### src/rtl/twi_mem_pkg.sv
package twi_mem_pkg;
  typedef enum logic [3:0] {
    ST_IDLE, ST_DEV, ST_ACK_DEV, ST_WADDR, ST_ACK_WADDR,
    ST_WDATA, ST_ACK_WDATA, ST_RDATA, ST_RACK
  } engState_t;

  typedef struct packed {
    logic clrBits;
    logic shiftIn;
    logic shiftOut;
    logic loadTx;
    logic latchSel;
  } dpCtrl_t;

  localparam logic [3:0] DEV_PREFIX = 4'b1010;
endpackage

### src/rtl/twi_mem_datapath.sv
module twi_mem_datapath
  import twi_mem_pkg::*;
#(
  parameter int MEM_KBITS = 8,
  localparam int PAGE_BITS = $clog2(MEM_KBITS) - 1,
  localparam int ADDR_W = 8 + PAGE_BITS
) (
  input  logic              clk,
  input  logic              rstN,
  input  logic              sclIn,
  input  logic              sdaIn,
  input  logic [2:0]        devPins,
  input  logic [7:0]        memRdData,
  input  dpCtrl_t           ctl,
  output logic              sclRise,
  output logic              sclFall,
  output logic              startDet,
  output logic              stopDet,
  output logic              sdaNow,
  output logic [3:0]        bitCnt,
  output logic              devMatch,
  output logic              rwBit,
  output logic              txBit,
  output logic [ADDR_W-1:0] memAddr,
  output logic [7:0]        memWrData
);
  localparam logic [2:0] CMP_MASK = 3'(7 << PAGE_BITS);

  logic [1:0] sclSync, sdaSync;
  logic       sclPrev, sdaPrev;
  logic [7:0] shiftReg, txReg;
  logic [2:0] selReg;
  logic [10:0] fullAddr;

  // two-flop synchronizers plus one history stage for edge detection
  always_ff @(posedge clk) begin
    if (!rstN) begin
      sclSync <= 2'b11;
      sdaSync <= 2'b11;
      sclPrev <= 1'b1;
      sdaPrev <= 1'b1;
    end else begin
      sclSync <= {sclSync[0], sclIn};
      sdaSync <= {sdaSync[0], sdaIn};
      sclPrev <= sclSync[1];
      sdaPrev <= sdaSync[1];
    end
  end

  assign sdaNow   = sdaSync[1];
  assign sclRise  = sclSync[1] & ~sclPrev;
  assign sclFall  = ~sclSync[1] & sclPrev;
  assign startDet = sclSync[1] & sclPrev & sdaPrev & ~sdaSync[1];
  assign stopDet  = sclSync[1] & sclPrev & ~sdaPrev & sdaSync[1];

  always_ff @(posedge clk) begin
    if (!rstN) begin
      bitCnt   <= '0;
      shiftReg <= '0;
      txReg    <= '1;
      selReg   <= '0;
    end else begin
      if (ctl.clrBits)                    bitCnt <= '0;
      else if (ctl.shiftIn | ctl.shiftOut) bitCnt <= bitCnt + 4'd1;
      if (ctl.shiftIn) shiftReg <= {shiftReg[6:0], sdaSync[1]};
      if (ctl.loadTx)        txReg <= memRdData;
      else if (ctl.shiftOut) txReg <= {txReg[6:0], 1'b1};
      if (ctl.latchSel) selReg <= shiftReg[3:1];
    end
  end

  assign devMatch  = (shiftReg[7:4] == DEV_PREFIX) &&
                     (((shiftReg[3:1] ^ devPins) & CMP_MASK) == 3'b000);
  assign rwBit     = shiftReg[0];
  assign txBit     = txReg[7];
  assign fullAddr  = {selReg, shiftReg};
  assign memAddr   = fullAddr[ADDR_W-1:0];
  assign memWrData = shiftReg;
endmodule

### src/rtl/twi_mem_ctrl.sv
module twi_mem_ctrl
  import twi_mem_pkg::*;
(
  input  logic       clk,
  input  logic       rstN,
  input  logic       sclRise,
  input  logic       sclFall,
  input  logic       startDet,
  input  logic       stopDet,
  input  logic       sdaNow,
  input  logic [3:0] bitCnt,
  input  logic       devMatch,
  input  logic       rwBit,
  input  logic       txBit,
  input  logic       memBusy,
  output dpCtrl_t    ctl,
  output logic       sdaDrvLow,
  output logic       memAddrLoad,
  output logic       memWrStrobe,
  output logic       memRdStrobe,
  output logic       memCommit
);
  engState_t state, nextState;
  logic wrPending, ackSeen;

  always_comb begin
    nextState   = state;
    ctl         = '0;
    memAddrLoad = 1'b0;
    memWrStrobe = 1'b0;
    memRdStrobe = 1'b0;
    memCommit   = 1'b0;
    if (startDet) begin
      nextState   = ST_DEV;
      ctl.clrBits = 1'b1;
    end else if (stopDet) begin
      nextState = ST_IDLE;
      memCommit = wrPending;
    end else begin
      case (state)
        ST_DEV, ST_WADDR, ST_WDATA: begin
          if (sclRise && bitCnt < 4'd8) ctl.shiftIn = 1'b1;
          else if (sclFall && bitCnt == 4'd8) begin
            if (state == ST_DEV) begin
              if (devMatch && !memBusy) begin
                nextState    = ST_ACK_DEV;
                ctl.latchSel = 1'b1;
              end else nextState = ST_IDLE;
            end else if (state == ST_WADDR) begin
              nextState   = ST_ACK_WADDR;
              memAddrLoad = 1'b1;
            end else begin
              nextState   = ST_ACK_WDATA;
              memWrStrobe = 1'b1;
            end
          end
        end
        ST_ACK_DEV: if (sclFall) begin
          ctl.clrBits = 1'b1;
          if (rwBit) begin
            nextState   = ST_RDATA;
            ctl.loadTx  = 1'b1;
            memRdStrobe = 1'b1;
          end else nextState = ST_WADDR;
        end
        ST_ACK_WADDR, ST_ACK_WDATA: if (sclFall) begin
          ctl.clrBits = 1'b1;
          nextState   = ST_WDATA;
        end
        ST_RDATA: if (sclFall) begin
          if (bitCnt == 4'd7) nextState = ST_RACK;
          else ctl.shiftOut = 1'b1;
        end
        ST_RACK: if (sclFall) begin
          if (ackSeen) begin
            nextState   = ST_RDATA;
            ctl.clrBits = 1'b1;
            ctl.loadTx  = 1'b1;
            memRdStrobe = 1'b1;
          end else nextState = ST_IDLE;
        end
        default: nextState = ST_IDLE;
      endcase
    end
  end

  always_ff @(posedge clk) begin
    if (!rstN) begin
      state     <= ST_IDLE;
      wrPending <= 1'b0;
      ackSeen   <= 1'b0;
    end else begin
      state <= nextState;
      if (startDet || stopDet) wrPending <= 1'b0;
      else if (memWrStrobe)   wrPending <= 1'b1;
      if (state == ST_RACK && sclRise) ackSeen <= ~sdaNow;
    end
  end

  assign sdaDrvLow = (state == ST_ACK_DEV) || (state == ST_ACK_WADDR) ||
                     (state == ST_ACK_WDATA) || (state == ST_RDATA && !txBit);
endmodule

### src/rtl/twi_mem_slave.sv
module twi_mem_slave
  import twi_mem_pkg::*;
#(
  parameter int MEM_KBITS = 8,
  localparam int PAGE_BITS = $clog2(MEM_KBITS) - 1,
  localparam int ADDR_W = 8 + PAGE_BITS
) (
  input  logic              clk,
  input  logic              rstN,
  input  logic              sclIn,
  input  logic              sdaIn,
  input  logic [2:0]        devPins,
  input  logic              memBusy,
  input  logic [7:0]        memRdData,
  output logic              sdaDrvLow,
  output logic              memAddrLoad,
  output logic [ADDR_W-1:0] memAddr,
  output logic              memWrStrobe,
  output logic [7:0]        memWrData,
  output logic              memRdStrobe,
  output logic              memCommit
);
  dpCtrl_t    ctl;
  logic       sclRise, sclFall, startDet, stopDet, sdaNow;
  logic [3:0] bitCnt;
  logic       devMatch, rwBit, txBit;

  twi_mem_datapath #(.MEM_KBITS(MEM_KBITS)) u_dp (
    .clk(clk), .rstN(rstN), .sclIn(sclIn), .sdaIn(sdaIn), .devPins(devPins),
    .memRdData(memRdData), .ctl(ctl), .sclRise(sclRise), .sclFall(sclFall),
    .startDet(startDet), .stopDet(stopDet), .sdaNow(sdaNow), .bitCnt(bitCnt),
    .devMatch(devMatch), .rwBit(rwBit), .txBit(txBit), .memAddr(memAddr),
    .memWrData(memWrData)
  );

  twi_mem_ctrl u_ctrl (
    .clk(clk), .rstN(rstN), .sclRise(sclRise), .sclFall(sclFall),
    .startDet(startDet), .stopDet(stopDet), .sdaNow(sdaNow), .bitCnt(bitCnt),
    .devMatch(devMatch), .rwBit(rwBit), .txBit(txBit), .memBusy(memBusy),
    .ctl(ctl), .sdaDrvLow(sdaDrvLow), .memAddrLoad(memAddrLoad),
    .memWrStrobe(memWrStrobe), .memRdStrobe(memRdStrobe), .memCommit(memCommit)
  );
endmodule

### config.mk
export PLATFORM = sky130hd
export DESIGN_NAME = twi_mem_slave
export DESIGN_NICKNAME = d
export VERILOG_FILES = /design/src/rtl/twi_mem_pkg.sv /design/src/rtl/twi_mem_datapath.sv /design/src/rtl/twi_mem_ctrl.sv /design/src/rtl/twi_mem_slave.sv
export SDC_FILE = /design/constraint.sdc
export NUM_CORES = 1
export LEC_CHECK = 0
export ABC_AREA = 0
export BUFFER_PORTS_ARGS = -buffer_cell sky130_fd_sc_hd__buf_2
export CAP_MARGIN = 5
export CORE_UTILIZATION = 50
export CTS_BUF_LIST = sky130_fd_sc_hd__clkbuf_8 sky130_fd_sc_hd__clkbuf_16
export DETAILED_ROUTE_END_ITERATION = 10
export MAX_ROUTING_LAYER = met4
export PLACE_DENSITY = 0.82
export SLEW_MARGIN = 30
export SYNTH_ARGS = -nofsm -noshare
export SYNTH_HDL_FRONTEND = slang
export SYNTH_SLANG_ARGS = --single-unit
export TNS_END_PERCENT = 100
### constraint.sdc
create_clock -name clk -period 1.9 [get_ports clk]
set_clock_uncertainty 0.1 [all_clocks]
set_input_delay 0.38 -clock clk [delete_from_list [all_inputs] [get_ports clk]]
set_output_delay 0.38 -clock clk [all_outputs]
set_load 0.02 [all_outputs]
==> flow_metrics.tcl, run 1 <==
set metrics [dict create \
    status "finished clean" \
    synth.cell_area_um2 1810 \
    path_delay_family "simple AND/OR/NAND/NOR gates" \
    synth_xor_area_share_pct 2.42 \
    placed_area_um2 1960 \
    r2r-start "u_ctrl.state[1]$_SDFFE_PP0P_" \
    vias_per_cell 5.21 \
    synth_cell_types 53 \
    peakVddDrop_mv 0.564 \
    grt_max_degree 27 \
    portBuffers 36 \
    die_area_um2 3870 \
    instances_no_fill 290 \
    drtAntennaViolNets 0 \
    cp_data_arrival_time_ns 1.41 \
    fin_crit_sh_pct 99.2 \
    power.density_nw_per_um2 799 \
    area_growth_pct 25.4 \
    synth_flop_cell "dfxtp_1" \
    dpl.hpwl_um 2530 \
    regToRegSetupSlack_ns 0.10 \
    die_w_um 62.2 \
    ys_ff_latch 34 \
    start_util_pct 53.0 \
    synth_compound_area_share_pct 11.5 \
    numCtsBuffers 5 \
    vias 1510 \
    finalSetupViolCount 0 \
    worst_slew_pin_slew_ns 0.389 \
    grt_pass1_wl_um 6370 \
    fmax_mhz 531 \
    crit_buf_inv 2 \
    cpMaxStageDelayCell "dfxtp_2" \
    tritoncts "yes" \
    p_switching_uw 407 \
    finalMaxSlewViolations 0 \
    reg2regPathDepth 7 \
    endpoint_kind "output pin" \
    finalHoldViolCount 0 \
    worstSetupPathType "register to output pin" \
    fin_area_um2 2270 \
    pwr-share-seq_pct 42.0 \
    clkPwrFrac_pct 45.6 \
    drive_gt1_share_pct 41.0 \
    synth_top_family_by_area "simple AND/OR/NAND/NOR gates" \
    avgSynthCellArea_um2 9.06 \
    yosysWarnings 0 \
    antenna_found_initial 0 \
    coreArea_um2 3420 \
    dp.cells 270 \
    htreeDepth 2 \
    track_usage_pct 21.5 \
    wl_per_cell_um 13.0 \
    finalSetupTns_ns 0 \
    ys_seq_area_share_pct 37.6 \
    synth_top_area_share_pct 37.6 \
    synth-async-reset-ratio_pct 0 \
    muxShareOfSynthArea_pct 6.91 \
    cts.sinks 34 \
    synthAdderAreaFrac_pct 1.38 \
    holdPathEnd "u_dp.sdaSync[0]$_SDFF_PN1_" \
    netlist_instances 200 \
    die_h_um 62.2 \
    wirelength_um 3780 \
    rsz0062_at_grt "true" \
    grt_pass1_vias 1369 \
    rr_endpoint "u_ctrl.state[1]$_SDFFE_PP0P_" \
    crit_path_max_incr_delay_ns 0.32 \
    maxSlewHeadroom_pct 74.0 \
    synthSimpleGateAreaFrac_pct 30.5 \
    rows 21 \
    path_cells "inv_2, ha_4, nand2_4, nor3_4, nand3_2, nor2_4, buf_6" \
    dr.pass1.iters 4 \
    period_needed_ns 1.89 \
    postCtsHoldBufs 0 \
    p_leak_uw 0.00104 \
    path_clk_slew_ns 0.07 \
    dr.first_iter.drc_count 51 \
    pin_count 39 \
    synth_nets 218 \
    maxCapViolations 0 \
    clk_latency_ns 0.29 \
    synthTopCellsByCount "dfxtp_1, nand2_1, buf_4, mux2i_1, nor2b_1" \
    holdPathStages 2 \
    cp.required_ns 1.42 \
    total_power_uw 1810 \
    synth_area_leaders "dfxtp_1, mux2i_1, nand2_1, buf_4, nor3b_1" \
    synth_edf_count 0 \
    min_from "sdaIn" \
    cts_root_buffer "clkbuf_8" \
    path_max_fanout 3 \
    grt_overflow 0 \
    synth_top_cell_by_area "dfxtp_1" \
    p_int_uw 1410 \
    clock_path_buffers 2 \
    n_antenna_cell 0 \
    startpoint_type "register" \
    worstHoldPathType "input pin to register" \
    routabilityCongestion 0.877 \
    nNetsFinal 261 \
    swShare_pct 22.4 \
    combPwrFrac_pct 12.4 \
    synth_most_common_cell "dfxtp_1" \
    route.detailed.drc 0 \
]
[per-layer routing]
| metal | wire, um | share of wire (%) | global-route usage [%] |
|---|---|---|---|
| met4 | 52 | 1.4 | 6.98 |
| met5 | 0 | 0 | - |
| met1 | 1750 | 46 | 26.9 |
| met2 | 1810 | 48 | 33.2 |
| met3 | 166 | 4.4 | 6.07 |
[cell usage in the layout (no fill, tap or decap), types with 4 or more instances in the layout]
cell type / instances
a31oi_1: 6
nor2b_1: 9
a21oi_1: 6
clkbuf_8: 6
nor3b_1: 8
nand2b_1: 6
buf_4: 23
buf_2: 32
mux2i_1: 11
nand2_1: 27
dfxtp_2: 4
nor2_1: 7
nand3_1: 6
dfxtp_1: 27
[sequential cells by signal, indices dropped and copies added, names as in the netlist]
| name | cells |
|---|---|
| u_ctrl.ackSeen | 1 |
| u_ctrl.state | 4 |
| u_ctrl.wrPending | 1 |
| u_dp.bitCnt | 4 |
| u_dp.memWrData | 8 |
| u_dp.sclPrev | 1 |
| u_dp.sclSync | 2 |
| u_dp.sdaPrev | 1 |
| u_dp.sdaSync | 2 |
| u_dp.selReg | 2 |
| u_dp.txReg | 8 |
[cell type report]
class	count	area, um^2
clock buffers	6	82.6
multi-input cells	139	1000
inverters	7	31.3
flip-flops and latches	34	697
fillers	281	1140
repair buffers	56	344
clock inverters	2	60.1
well taps	46	57.6
[worst reg2reg max path, cell delays in order, from the launching register on]
cell     delay (ns)
dfxtp_4        0.40
buf_4          0.15
buf_4          0.12
xor2_1         0.21
nand3_1        0.15
or2_2          0.31
nor3b_1        0.15
o31a_1         0.11
[metrics by stage]
step / utilization [%] / hold slack (ns) / setup slack [ns]
after global placement: 57.5 / 0.292 / 0.119
after global routing: 66.5 / 0.155 / -0.0616
after detailed placement: 57.5 / 0.305 / 0.0936
final: 66.5 / 0.166 / 0.0150
after CTS: 65.1 / 0.163 / -0.0639
after floorplan: - / 0.286 / 0.207
[worst max-delay path by stage]
| stage | cells after the start | start | endpoint |
|---|---|---|---|
| finish | 7 | u_dp.bitCnt[1]$_SDFFE_PP0P_ | memWrStrobe |
| global route | 7 | u_dp.bitCnt[1]$_SDFFE_PP0P_ | memWrStrobe |
| CTS | 7 | u_dp.bitCnt[1]$_SDFFE_PP0P_ | memWrStrobe |
| detailed placement | 5 | u_ctrl.state[1]$_SDFFE_PP0P_ | u_dp.txReg[1]$_SDFFE_PN1P_ |
| global placement | 5 | u_ctrl.state[1]$_SDFFE_PP0P_ | u_dp.txReg[1]$_SDFFE_PN1P_ |
| floorplan | 4 | u_dp.sclSync[1]$_SDFF_PN1_ | memWrStrobe |
[power by group through the flow]
stage	Clock, uW	Combinational [uW]	Sequential, uW
5_1_grt	883	241	764
3_3_place_gp	0	186	778
4_1_cts	840	209	761
2_1_floorplan	0	159	758
6_report	828	225	762
3_5_place_dp	0	191	779
[what timing repair did]
item	in CTS	in global routing
resized for setup	22	7
setup buffers	8	4
endpoints found under the setup margin	4	4
pin swaps	4	3
[cells by family after synthesis]
family,count (synthesis)
xor gates and xnor gates,5
adders and majority gates,2
muxes,12
AOI/OAI and AO/OA,28
and+or+nand+nor,92
DFF,34
buffers and inverters,27
No activity file was read; power rests on OpenSTA's default activity.
==> run 2, diff against run 1 <==
==> constraint.sdc (replaced) <==
create_clock -name clk -period 2.39 [get_ports clk]
set_clock_uncertainty 0.1 [all_clocks]
set_input_delay 0.478 -clock clk [delete_from_list [all_inputs] [get_ports clk]]
set_output_delay 0.478 -clock clk [all_outputs]
set_load 0.02 [all_outputs]
==> flow_metrics.tcl, run 2 (synthesis gave the netlist of run 1 again) <==
set metrics [dict create \
    instances_no_fill 274 \
    finalHoldViolCount 0 \
    dp.cells 265 \
    rsz0062_at_grt "false" \
    rows 21 \
    finalSetupTns_ns 0 \
    holdPathEnd "u_dp.sdaSync[0]$_SDFF_PN1_" \
    startpoint_type "register" \
    final_cell_mix "buf_2, dfxtp_1, nand2_1" \
    drive_gt1_share_pct 29.8 \
    route.detailed.drc 0 \
    path_max_fanout 13 \
    fmax_mhz 443 \
    regToRegSetupSlack_ns 0.46 \
    die_area_um2 3870 \
    r2r-start "u_dp.bitCnt[0]$_SDFFE_PP0P_" \
    status "finished clean" \
    reg2regPathDepth 8 \
    finalMaxSlewViolations 0 \
    tritoncts "yes" \
    holdPathStages 2 \
    die_w_um 62.2 \
    peakVddDrop_mv 0.403 \
    antenna_found_initial 0 \
    dr.pass1.iters 4 \
    clk_latency_ns 0.28 \
    portBuffers 36 \
    numCtsBuffers 5 \
    final_common_cell "buf_2" \
    power.density_nw_per_um2 581 \
    coreArea_um2 3420 \
    grt_pass1_wl_um 5750 \
    grt_max_degree 23 \
    nNetsFinal 245 \
    rr_endpoint "u_ctrl.state[2]$_SDFFE_PP0P_" \
    start_util_pct 53.0 \
    path_clk_slew_ns 0.07 \
    cts.sinks 34 \
    grt_pass1_vias 1241 \
    vias 1452 \
    dpl.hpwl_um 2380 \
    maxSlewHeadroom_pct 62.7 \
    period_needed_ns 2.25 \
    wl_per_cell_um 12.4 \
    maxCapViolations 0 \
    worst_slew_pin_slew_ns 0.551 \
    clock_path_buffers 2 \
    vias_per_cell 5.30 \
    n_antenna_cell 0 \
    fin_crit_sh_pct 94.3 \
    routabilityCongestion 0.887 \
    dr.first_iter.drc_count 57 \
    htreeDepth 2 \
    grt_overflow 0 \
    min_from "sdaIn" \
    cp.required_ns 1.81 \
    track_usage_pct 19.1 \
    finalSetupViolCount 0 \
    area_growth_pct 11.9 \
    worstSetupPathType "register to output pin" \
    worstHoldPathType "input pin to register" \
    die_h_um 62.2 \
    cts_resized 0 \
    cp_data_arrival_time_ns 1.68 \
    pin_count 39 \
    drtAntennaViolNets 0 \
    endpoint_kind "output pin" \
    p_leak_uw 0.000920 \
    wirelength_um 3400 \
    cts_root_buffer "clkbuf_8" \
]
## run 2: repair_timing
action / 4_1_cts / 5_1_grt
setup buffers: 0 / 1
hold buffers: 0 / 0
setup endpoints to repair: 0 / 1
## run 2: report_power, final
part | switching [uW] | internal, uW | leakage, uW
clock network | 208 | 231 | 0.0000472
registers | 34.2 | 578 | 0.000276
logic | 59.1 | 66.7 | 0.000598
total | 301 | 877 | 0.000920
## run 2: how the worst max path moves through the flow
stage                                 startpoint          end  slack (ns)  depth (start not counted)
finish              u_ctrl.state[1]$_SDFFE_PP0P_  memRdStrobe        0.14                          4
global route        u_ctrl.state[1]$_SDFFE_PP0P_  memRdStrobe        0.05                          4
CTS                 u_ctrl.state[1]$_SDFFE_PP0P_  memRdStrobe        0.14                          4
detailed placement  u_ctrl.state[1]$_SDFFE_PP0P_  memRdStrobe        0.46                          4
global placement    u_ctrl.state[1]$_SDFFE_PP0P_  memRdStrobe        0.48                          4
floorplan             u_dp.sclSync[1]$_SDFF_PN1_  memWrStrobe        0.60                          4
## run 2: metal layers
| metal | GRT usage [%] | part of all wire (%) |
|---|---|---|
| met1 | 25.4 | 48 |
| met2 | 27.1 | 45 |
| met3 | 5.33 | 4.8 |
| met4 | 8.14 | 2.1 |
| met5 | - | 0 |
## run 2: cell type report
type                    instances  area, um^2
fillers                       306        1390
multi-input cells             139         953
flip-flops and latches         34         681
repair buffers                 40         210
clock buffers                   6        82.6
well taps                      46        57.6
inverters                       7        31.3
clock inverters                 2        12.5
## run 2: through the flow
step                worst slack [ns]  total power (uW)  hold slack, ns  utilization (%)  area (um^2)
detailed placement             0.457               749           0.300             56.4         1930
finish                         0.135              1180           0.277             59.4         2030
floorplan                      0.599               728           0.286                -         1810
global route                  0.0460              1230           0.270             59.4         2030
global placement               0.484               748           0.292             56.4         1930
CTS                            0.145              1190           0.270             59.2         2020
## run 2: critical path: stages, from the launching register on
cell and delay [ns]:
dfxtp_1 0.62, and3b_2 0.28, o211ai_2 0.21, inv_1 0.11, buf_2 0.17
==> run 3, diff against run 2 <==
--- a/config.mk
+++ b/config.mk
@@ -6,13 +6,13 @@
 export NUM_CORES = 1
 export LEC_CHECK = 0
 export ABC_AREA = 0
-export BUFFER_PORTS_ARGS = -buffer_cell sky130_fd_sc_hd__buf_2
 export CAP_MARGIN = 5
 export CORE_UTILIZATION = 50
 export CTS_BUF_LIST = sky130_fd_sc_hd__clkbuf_8 sky130_fd_sc_hd__clkbuf_16
 export DETAILED_ROUTE_END_ITERATION = 10
+export DONT_BUFFER_PORTS = 1
 export MAX_ROUTING_LAYER = met4
-export PLACE_DENSITY = 0.82
+export PLACE_DENSITY = 0.73
 export SLEW_MARGIN = 30
 export SYNTH_ARGS = -nofsm -noshare
 export SYNTH_HDL_FRONTEND = slang
==> flow_metrics.tcl, run 3 (synthesis gave the netlist of run 1 again) <==
set metrics [dict create \
    maxSlewHeadroom_pct 64.5 \
    die_area_um2 3870 \
    rsz0062_at_grt "false" \
    peakVddDrop_mv 0.416 \
    finalSetupTns_ns 0 \
    dpl.hpwl_um 2530 \
    vias 1347 \
    pin_count 39 \
    finalSetupViolCount 0 \
    cts_resized 0 \
    coreArea_um2 3420 \
    cp.required_ns 1.81 \
    rows 21 \
    tritoncts "yes" \
    cts_root_buffer "clkbuf_8" \
    status "finished clean" \
    die_w_um 62.2 \
    grt_pass1_wl_um 5890 \
    htreeDepth 2 \
    numCtsBuffers 5 \
    placed_area_um2 1760 \
    route.detailed.drc 0 \
    portBuffers 0 \
    grt_pass1_vias 1379 \
    regToRegSetupSlack_ns 0.51 \
    power.density_nw_per_um2 599 \
    fin_area_um2 1840 \
    cts.sinks 34 \
    wirelength_um 3520 \
    final_cell_mix "dfxtp_1, nand2_1, mux2i_1" \
    wl_per_cell_um 14.8 \
    endpoint_kind "output pin" \
    min_from "rstN" \
    worstHoldPathType "input pin to register" \
    postCtsSetupBuffers 0 \
    path_cells "nand2b_2, nor3_4, nand3_1, nor2_2" \
    rr_endpoint "u_dp.bitCnt[3]$_SDFFE_PP0P_" \
    reg2regPathDepth 5 \
    dr.first_iter.drc_count 59 \
    holdPathEnd "u_dp.txReg[0]$_SDFFE_PN1P_" \
    start_util_pct 53.0 \
    vias_per_cell 5.66 \
    postCtsHoldBufs 0 \
    worst_slew_pin_slew_ns 0.531 \
    area_growth_pct 1.52 \
    final_common_cell "dfxtp_1" \
    crit_path_max_incr_delay_ns 0.39 \
    period_needed_ns 2.21 \
    clk_latency_ns 0.28 \
    fin_crit_sh_pct 92.6 \
    fillCellCount 308 \
    cpMaxStageDelayCell "dfxtp_1" \
    drive_gt1_share_pct 16.1 \
    finalMaxSlewViolations 0 \
    path_max_fanout 9 \
    drtAntennaViolNets 0 \
    cp_data_arrival_time_ns 1.63 \
    holdPathStages 1 \
    r2r-start "u_ctrl.state[1]$_SDFFE_PP0P_" \
    worstSetupPathType "register to output pin" \
    finalHoldViolCount 0 \
    track_usage_pct 20.0 \
    nNetsFinal 210 \
    grt_max_degree 33 \
    routabilityCongestion 0.850 \
    n_antenna_cell 0 \
    fmax_mhz 452 \
    path_clk_slew_ns 0.06 \
    maxCapViolations 0 \
    startpoint_type "register" \
    grt_overflow 0 \
    antenna_found_initial 0 \
    die_h_um 62.2 \
    dr.pass1.iters 4 \
    p_leak_uw 0.000746 \
    clock_path_buffers 2 \
]
-- run 3: worst max-delay path by stage --
stage | from | endpoint | cells past startpoint
floorplan | u_dp.sclSync[1]$_SDFF_PN1_ | memWrStrobe | 4
global placement | u_dp.sclSync[1]$_SDFF_PN1_ | memWrStrobe | 4
detailed placement | u_dp.sclSync[1]$_SDFF_PN1_ | memWrStrobe | 4
CTS | u_dp.sclSync[1]$_SDFF_PN1_ | memWrStrobe | 4
global route | u_dp.sclSync[1]$_SDFF_PN1_ | memWrStrobe | 4
finish | u_dp.sclSync[1]$_SDFF_PN1_ | memWrStrobe | 4
-- run 3: final cells by class --
class	instances	area, um^2	share of cell area, %
Multi-Input combinational cell	139	956	52.0
Sequential cell	34	681	37.0
Clock buffer	5	68.8	3.74
Tap cell	46	57.6	3.13
Timing Repair Buffer	5	37.5	2.04
Inverter	7	31.3	1.70
Clock inverter	2	7.51	0.408
-- run 3: power breakdown --
group	internal (uW)	leakage, uW	switching (uW)
combinational	56.0	0.000424	48.8
clock	192	0.0000466	190
sequential	579	0.000276	36.0
-- run 3: metal layers --
layer  part of all wire [%]  global-route usage, %  vias to the layer above
met1                     44                   20.5                      632
li1                       -                      -                      665
met4                    2.4                   12.8                        0
met5                      0                      -                        -
met3                    4.0                   3.68                        7
met2                     49                   34.9                       43
-- run 3: critical path, delay by kind of cell, from the launching register on --
family | cells | cell delay [ns]
flops | 1 | 0.39
simple gates | 4 | 0.98
-- run 3: through the flow --
step / hold slack [ns] / utilization, % / setup WS (ns) / cells / total power [uW]
5_1_grt: 0.165 / 53.8 / 0.0942 / 238 / 1140
3_5_place_dp: 0.298 / 51.5 / 0.401 / 231 / 729
3_3_place_gp: 0.290 / 51.5 / 0.443 / 231 / 724
4_1_cts: 0.159 / 53.8 / 0.0832 / 238 / 1110
6_report: 0.175 / 53.8 / 0.178 / 238 / 1100
2_1_floorplan: 0.286 / - / 0.599 / 200 / 728
